## config.mk

```make
export PLATFORM = sky130hd
export DESIGN_NAME = victim_cache
export DESIGN_NICKNAME = d
export VERILOG_FILES = /design/src/rtl/vc_pkg.sv /design/src/rtl/vc_match.sv /design/src/rtl/vc_lru.sv /design/src/rtl/vc_store.sv /design/src/rtl/victim_cache.sv
export SDC_FILE = /design/constraint.sdc
export NUM_CORES = 1
export LEC_CHECK = 0
export ABC_CLOCK_PERIOD_IN_PS = 6900
export BUFFER_PORTS_ARGS = -buffer_cell sky130_fd_sc_hd__buf_2
export CORE_UTILIZATION = 40
export CTS_CLUSTER_SIZE = 20
export DETAILED_ROUTE_END_ITERATION = 8
export GPL_ROUTABILITY_DRIVEN = 1
export PLACE_DENSITY_LB_ADDON = 0.1
export SLEW_MARGIN = 40
export SYNTH_ARGS = -nofsm -noshare
export SYNTH_HDL_FRONTEND = slang
export SYNTH_SLANG_ARGS = --single-unit
```

## constraint.sdc

```tcl
create_clock -name clk -period 6.9 [get_ports clk]
set_input_delay 2.07 -clock clk [delete_from_list [all_inputs] [get_ports clk]]
set_output_delay 2.07 -clock clk [all_outputs]
set_load 0.005 [all_outputs]
```

## src/rtl/vc_pkg.sv

```systemverilog
`timescale 1ns/1ps
package vc_pkg;

  typedef enum logic [1:0] {
    VC_IDLE = 2'd0,
    VC_HIT  = 2'd1,
    VC_MISS = 2'd2
  } vc_outcome_e;

  // Position of the (single) set bit of a one-hot vector; zero when empty.
  function automatic int vc_onehot_idx(input logic [63:0] oh);
    int r;
    r = 0;
    for (int i = 0; i < 64; i++) begin
      if (oh[i]) r = i;
    end
    return r;
  endfunction

endpackage

```

## src/rtl/vc_match.sv

```systemverilog
`timescale 1ns/1ps
module vc_match #(
  parameter int ENTRIES = 4,
  parameter int ADDR_W  = 26
) (
  input  logic [ENTRIES-1:0]             valid,
  input  logic [ENTRIES-1:0][ADDR_W-1:0] tags,
  input  logic [ADDR_W-1:0]              key,
  output logic [ENTRIES-1:0]             hit_vec
);
  for (genvar g = 0; g < ENTRIES; g++) begin : g_cmp
    assign hit_vec[g] = valid[g] && (tags[g] == key);
  end
endmodule

```

## src/rtl/vc_lru.sv

```systemverilog
`timescale 1ns/1ps
module vc_lru #(
  parameter int ENTRIES = 4,
  parameter int IDX_W   = 2
) (
  input  logic               clk,
  input  logic               rst_n,
  input  logic               touch_en,
  input  logic [IDX_W-1:0]   touch_idx,
  input  logic [ENTRIES-1:0] valid,
  output logic [IDX_W-1:0]   victim_idx
);
  // Ages form a permutation of 0..ENTRIES-1; 0 is most recently written.
  logic [ENTRIES-1:0][IDX_W-1:0] age;

  always_ff @(posedge clk or negedge rst_n) begin
    if (!rst_n) begin
      for (int i = 0; i < ENTRIES; i++) age[i] <= IDX_W'(i);
    end else if (touch_en) begin
      for (int i = 0; i < ENTRIES; i++) begin
        if (IDX_W'(i) == touch_idx)        age[i] <= '0;
        else if (age[i] < age[touch_idx])  age[i] <= age[i] + IDX_W'(1);
      end
    end
  end

  // Lowest empty slot wins; otherwise the oldest valid one.
  always_comb begin
    victim_idx = '0;
    for (int i = ENTRIES - 1; i >= 0; i--) begin
      if (age[i] == IDX_W'(ENTRIES - 1)) victim_idx = IDX_W'(i);
    end
    for (int i = ENTRIES - 1; i >= 0; i--) begin
      if (!valid[i]) victim_idx = IDX_W'(i);
    end
  end
endmodule

```

## src/rtl/vc_store.sv

```systemverilog
`timescale 1ns/1ps
module vc_store #(
  parameter int ENTRIES = 4,
  parameter int ADDR_W  = 26,
  parameter int LINE_W  = 64,
  parameter int IDX_W   = 2
) (
  input  logic                           clk,
  input  logic                           rst_n,
  input  logic                           wr_en,
  input  logic [IDX_W-1:0]               wr_idx,
  input  logic                           wr_valid,
  input  logic [ADDR_W-1:0]              wr_tag,
  input  logic [LINE_W-1:0]              wr_data,
  output logic [ENTRIES-1:0]             valid,
  output logic [ENTRIES-1:0][ADDR_W-1:0] tags,
  output logic [ENTRIES-1:0][LINE_W-1:0] data
);
  always_ff @(posedge clk or negedge rst_n) begin
    if (!rst_n)     valid <= '0;
    else if (wr_en) valid[wr_idx] <= wr_valid;
  end

  always_ff @(posedge clk) begin
    if (wr_en && wr_valid) begin
      tags[wr_idx] <= wr_tag;
      data[wr_idx] <= wr_data;
    end
  end
endmodule

```

## src/rtl/victim_cache.sv

```systemverilog
`timescale 1ns/1ps
module victim_cache #(
  parameter int ENTRIES = 4,
  parameter int ADDR_W  = 26,
  parameter int LINE_W  = 64
) (
  input  logic              clk,
  input  logic              rst_n,
  input  logic              lookup_valid,
  input  logic [ADDR_W-1:0] lookup_addr,
  input  logic              evict_valid,
  input  logic [ADDR_W-1:0] evict_addr,
  input  logic [LINE_W-1:0] evict_data,
  output logic              swap_valid,
  output logic [LINE_W-1:0] swap_data,
  output logic              mem_req_valid,
  output logic [ADDR_W-1:0] mem_req_addr
);
  import vc_pkg::*;

  localparam int IDX_W = (ENTRIES > 1) ? $clog2(ENTRIES) : 1;

  // Request stage.
  logic              s1_lk;
  logic              s1_ev;
  logic [ADDR_W-1:0] s1_addr;
  logic [ADDR_W-1:0] s1_ev_addr;
  logic [LINE_W-1:0] s1_ev_data;

  always_ff @(posedge clk or negedge rst_n) begin
    if (!rst_n) begin
      s1_lk <= 1'b0;
      s1_ev <= 1'b0;
    end else begin
      s1_lk <= lookup_valid;
      s1_ev <= lookup_valid && evict_valid;
    end
  end

  always_ff @(posedge clk) begin
    s1_addr    <= lookup_addr;
    s1_ev_addr <= evict_addr;
    s1_ev_data <= evict_data;
  end

  // Named internal events.
  logic [ENTRIES-1:0]             ent_valid;
  logic [ENTRIES-1:0][ADDR_W-1:0] ent_tags;
  logic [ENTRIES-1:0][LINE_W-1:0] ent_data;
  logic [ENTRIES-1:0]             hit_vec;
  logic [IDX_W-1:0]               hit_idx;
  logic [IDX_W-1:0]               lru_idx;
  logic [IDX_W-1:0]               fill_idx;
  logic                           lk_hit;
  logic                           lk_miss;
  logic                           fill_en;
  vc_outcome_e                    lk_outcome;

  vc_match #(.ENTRIES(ENTRIES), .ADDR_W(ADDR_W)) u_match (
    .valid   (ent_valid),
    .tags    (ent_tags),
    .key     (s1_addr),
    .hit_vec (hit_vec)
  );

  assign hit_idx  = IDX_W'(vc_onehot_idx(64'(hit_vec)));
  assign lk_hit   = s1_lk && (|hit_vec);
  assign lk_miss  = s1_lk && !(|hit_vec);
  assign fill_en  = lk_hit || (lk_miss && s1_ev);
  assign fill_idx = lk_hit ? hit_idx : lru_idx;

  always_comb begin
    if (lk_hit)       lk_outcome = VC_HIT;
    else if (lk_miss) lk_outcome = VC_MISS;
    else              lk_outcome = VC_IDLE;
  end

  vc_lru #(.ENTRIES(ENTRIES), .IDX_W(IDX_W)) u_lru (
    .clk        (clk),
    .rst_n      (rst_n),
    .touch_en   (fill_en && s1_ev),
    .touch_idx  (fill_idx),
    .valid      (ent_valid),
    .victim_idx (lru_idx)
  );

  vc_store #(.ENTRIES(ENTRIES), .ADDR_W(ADDR_W), .LINE_W(LINE_W), .IDX_W(IDX_W)) u_store (
    .clk      (clk),
    .rst_n    (rst_n),
    .wr_en    (fill_en),
    .wr_idx   (fill_idx),
    .wr_valid (s1_ev),
    .wr_tag   (s1_ev_addr),
    .wr_data  (s1_ev_data),
    .valid    (ent_valid),
    .tags     (ent_tags),
    .data     (ent_data)
  );

  assign swap_valid    = (lk_outcome == VC_HIT);
  assign swap_data     = ent_data[hit_idx];
  assign mem_req_valid = (lk_outcome == VC_MISS);
  assign mem_req_addr  = s1_addr;
endmodule

```

==> run summary <==
DRT antenna net count: 0
Post-layout util: 0.4848
Final wirelength: 39850 µm
Slowest stage cell, crit path: and3_2
Met3 WL: 2333 µm
CTS root buf: clkbuf_16
Post-synth top area cell: edfxtp_1
DRC errors left: 0
Fin. Hold Viols: 0
Max Slew Vio Count: 0
CP startpoint: mem_req_addr[18]$_DFF_P_
Synth Flop Type: edfxtp_1
Clock transition at the registers of the reported paths: 0.06 ns
Fin crit share: 0.8320
Area after DPL: 0.01931 mm²
Initial Util: 0.4056
Worst path top cell family by delay: simple AND/OR/NAND/NOR gates
Slew @ Worst Pin: 0.7722 ns
RSZ-0062 raised after global routing: no
Syn Nets: 1332
CTS tree: built
Max Clk Rate: 174.2 MHz
Worst Hold Depth: 0
Metal-1 WL: 17880 µm
Cells after synthesis: 1208
H-tree depth: 2
Pin count of the biggest net entering global routing: 130
Setup Fix Bufs, Post-CTS: 0
HPWL Detailed: 25110 µm
Area share of the largest cell type after synthesis: 0.6187
Post-synth EDFFs: 360
Global-route wire length before repair: 60250 µm
CP most frequent cell: o21ai_0
Layout cells sized above 1: 0.2165
Min cycle time layout: 5.741 ns
FF+latch count, synth: 490
Chip Height: 211.0 µm
Setup violations, final: 0
Vias: 10105
Reg-to-reg setup timing slack: 2.51 ns
Kind of critical path: reg -> out
Initial antenna violation count: 7
Leading post-synthesis cells by cell area: edfxtp_1, dfxtp_1, nand2_1
Top post-synthesis cells by count: edfxtp_1, nand2_1, o21ai_0, dfxtp_1, nand3_1
Setup ws final: 1.159 ns
Total Nets Final: 1565
Grt ovf: 0
Clk sinks: 490
Drt wl/cell: 19.25 µm
Most frequent cell after synthesis: edfxtp_1
Die area: 0.04452 mm²
Worst setup SP type: register
Max cap viols: 0
CP endpoint kind: primary output
Required time of the worst setup path: 4.83 ns
Cells on worst reg2reg path: 9
TritonRoute pass-1 iters: 5
Post-CTS sizing: 0
Sequential-to-total area share from yosys stat: 0.7720
Crit Reg-Reg Startpoint: mem_req_addr[18]$_DFF_P_
Die width: 211.0 µm
Maximum VDD drop: 0.2077 mV
CP Max Fanout: 39
Pre-CTS setup slack: 1.651 ns
Crit path largest cell delay: 0.73 ns
Clk_skew: 0.01851 ns
Hold_buf cts: 0
GRT Total Usage: 0.1816
HP Start: s1_ev_data[46]$_DFF_P_
Leakage power: 7.490 nW
Top Ports: 212
Worst Path Buf+Inv: 2
Pwr per Cell Area: 336.7 mW/mm²
Design area: 0.02089 mm²
Relative slew slack: 0.4852
CTS Buf Count: 50
Worst path cell trace: xnor2_1, nand4_1, nor4_1, and3_2, buf_12, nand2_1, nand3_1, o21ai_0, o21ai_0, buf_2
Core footprint: 0.04308 mm²
WL met2: 18740 µm
Vias per inst: 4.882
CTS max path bufs: 3
Uppermost layer routed: met5
Vias in the first global route: 10019
Buffers on Ports: 211
Syn avg cell area: 14.46 µm²
Worst-skew pair later-pin latency: 0.58 ns
Synth warn: 0
FP Rows: 76
Unique masters post-synth: 61
Area delta synth->final: 19.54%
Setup tns final: 0 ns
Worst min path class: reg -> reg
Crit path arrival time: 3.67 ns
Status: completed
Synth Cell Area: 0.01747 mm²
Iteration-0 DRC Markers: 586
Ys async rst share: 0.02857
GPL Wtd Cong: 0.8283
Critical path depth: 10
## layout make-up
class | count | area, µm²
fillers | 3827 | 22190
clock buffers | 80 | 1455
clock inverters | 14 | 111.4
diodes | 2 | 5.005
well taps | 585 | 732.0
inverters | 8 | 35.03
repair buffers | 232 | 1300
multi-input cells | 659 | 3759
flip-flops and latches | 490 | 13490
## worst paths after layout
kind                                                end
min in group asynchronous  u_store.valid[3]$_DFFE_PN0P_
hold / removal               u_store.data[46]$_DFFE_PP_
setup / recovery                           swap_data[7]
setup reg to reg             u_store.tags[95]$_DFFE_PP_
hold reg to reg              u_store.data[46]$_DFFE_PP_
max in group asynchronous      u_lru.age[7]$_DFFE_PN1P_
## per-stage QoR
stage                     cells  total power, mW  hold WS, ns
after floorplan            1208            4.238       0.4383
after global placement     1972            4.530       0.4578
after detailed placement   1974            4.540       0.4623
after CTS                  2068            7.122       0.4771
after global routing       2068            7.339       0.4852
final                      2070            7.032       0.4719
## where the power goes
| part | leakage [nW] | internal, mW | switching, mW |
|---|---|---|---|
| sequential | 4.39 | 3.45 | 0.148 |
| clock | 0.764 | 1.48 | 1.08 |
| combinational | 2.34 | 0.329 | 0.542 |
## flip-flops by register name (all words and copies together) (netlist names)
signal / count
u_store.valid: 4
u_lru.age: 8
u_store.data: 256
s1_ev_data: 64
mem_req_addr: 26
s1_ev: 1
s1_lk: 1
u_store.tags: 104
s1_ev_addr: 26
## layer usage
layer	global-route usage	vias up
met3	0.04579	65
li1	-	4890
met5	0	-
met4	0.05697	6
met2	0.2885	242
met1	0.2446	4902
## placed cells by master (no fill, tap or decap), drive strengths merged, types with 3 or more instances in the layout
cell type	n
nor3	4
nand4	28
clkbuf	80
dfstp	4
nor4	17
nand2	212
edfxtp	360
nor2	17
mux2i	6
o21ai	136
buf	232
xor2	47
or3	3
nand3	71
dfxtp	116
or3b	3
xnor2	57
o22ai	3
clkinv	13
ha	4
dfrtp	10
a21o	4
o21a	3
a21oi	6
inv	8
o211ai	3
## worst reg2reg max path: cells and delay by family (launching register included)
| kind | cells | cell delay, ns |
|---|---|---|
| simple gates | 4 | 1.50 |
| buf+inv | 2 | 1.07 |
| compound gates | 2 | 0.71 |
| flops | 1 | 0.38 |
| xor+xnor | 1 | 0.37 |
## logic make-up (layout without fill, tap and decap cells)
kind of cell,Yosys count,in the layout,synth area share
flip-flops,490,490,0.7720
AND/OR/NAND/NOR,365,365,0.09439
AO/OA/AOI/OAI,178,178,0.05901
XOR/XNOR,104,104,0.05213
buffers and inverters,59,334,0.01468
multiplexers,8,8,0.004941
adder cells (fa/ha/maj),4,4,0.002865
other,0,2,0
No activity file was read; power rests on OpenSTA's default activity.
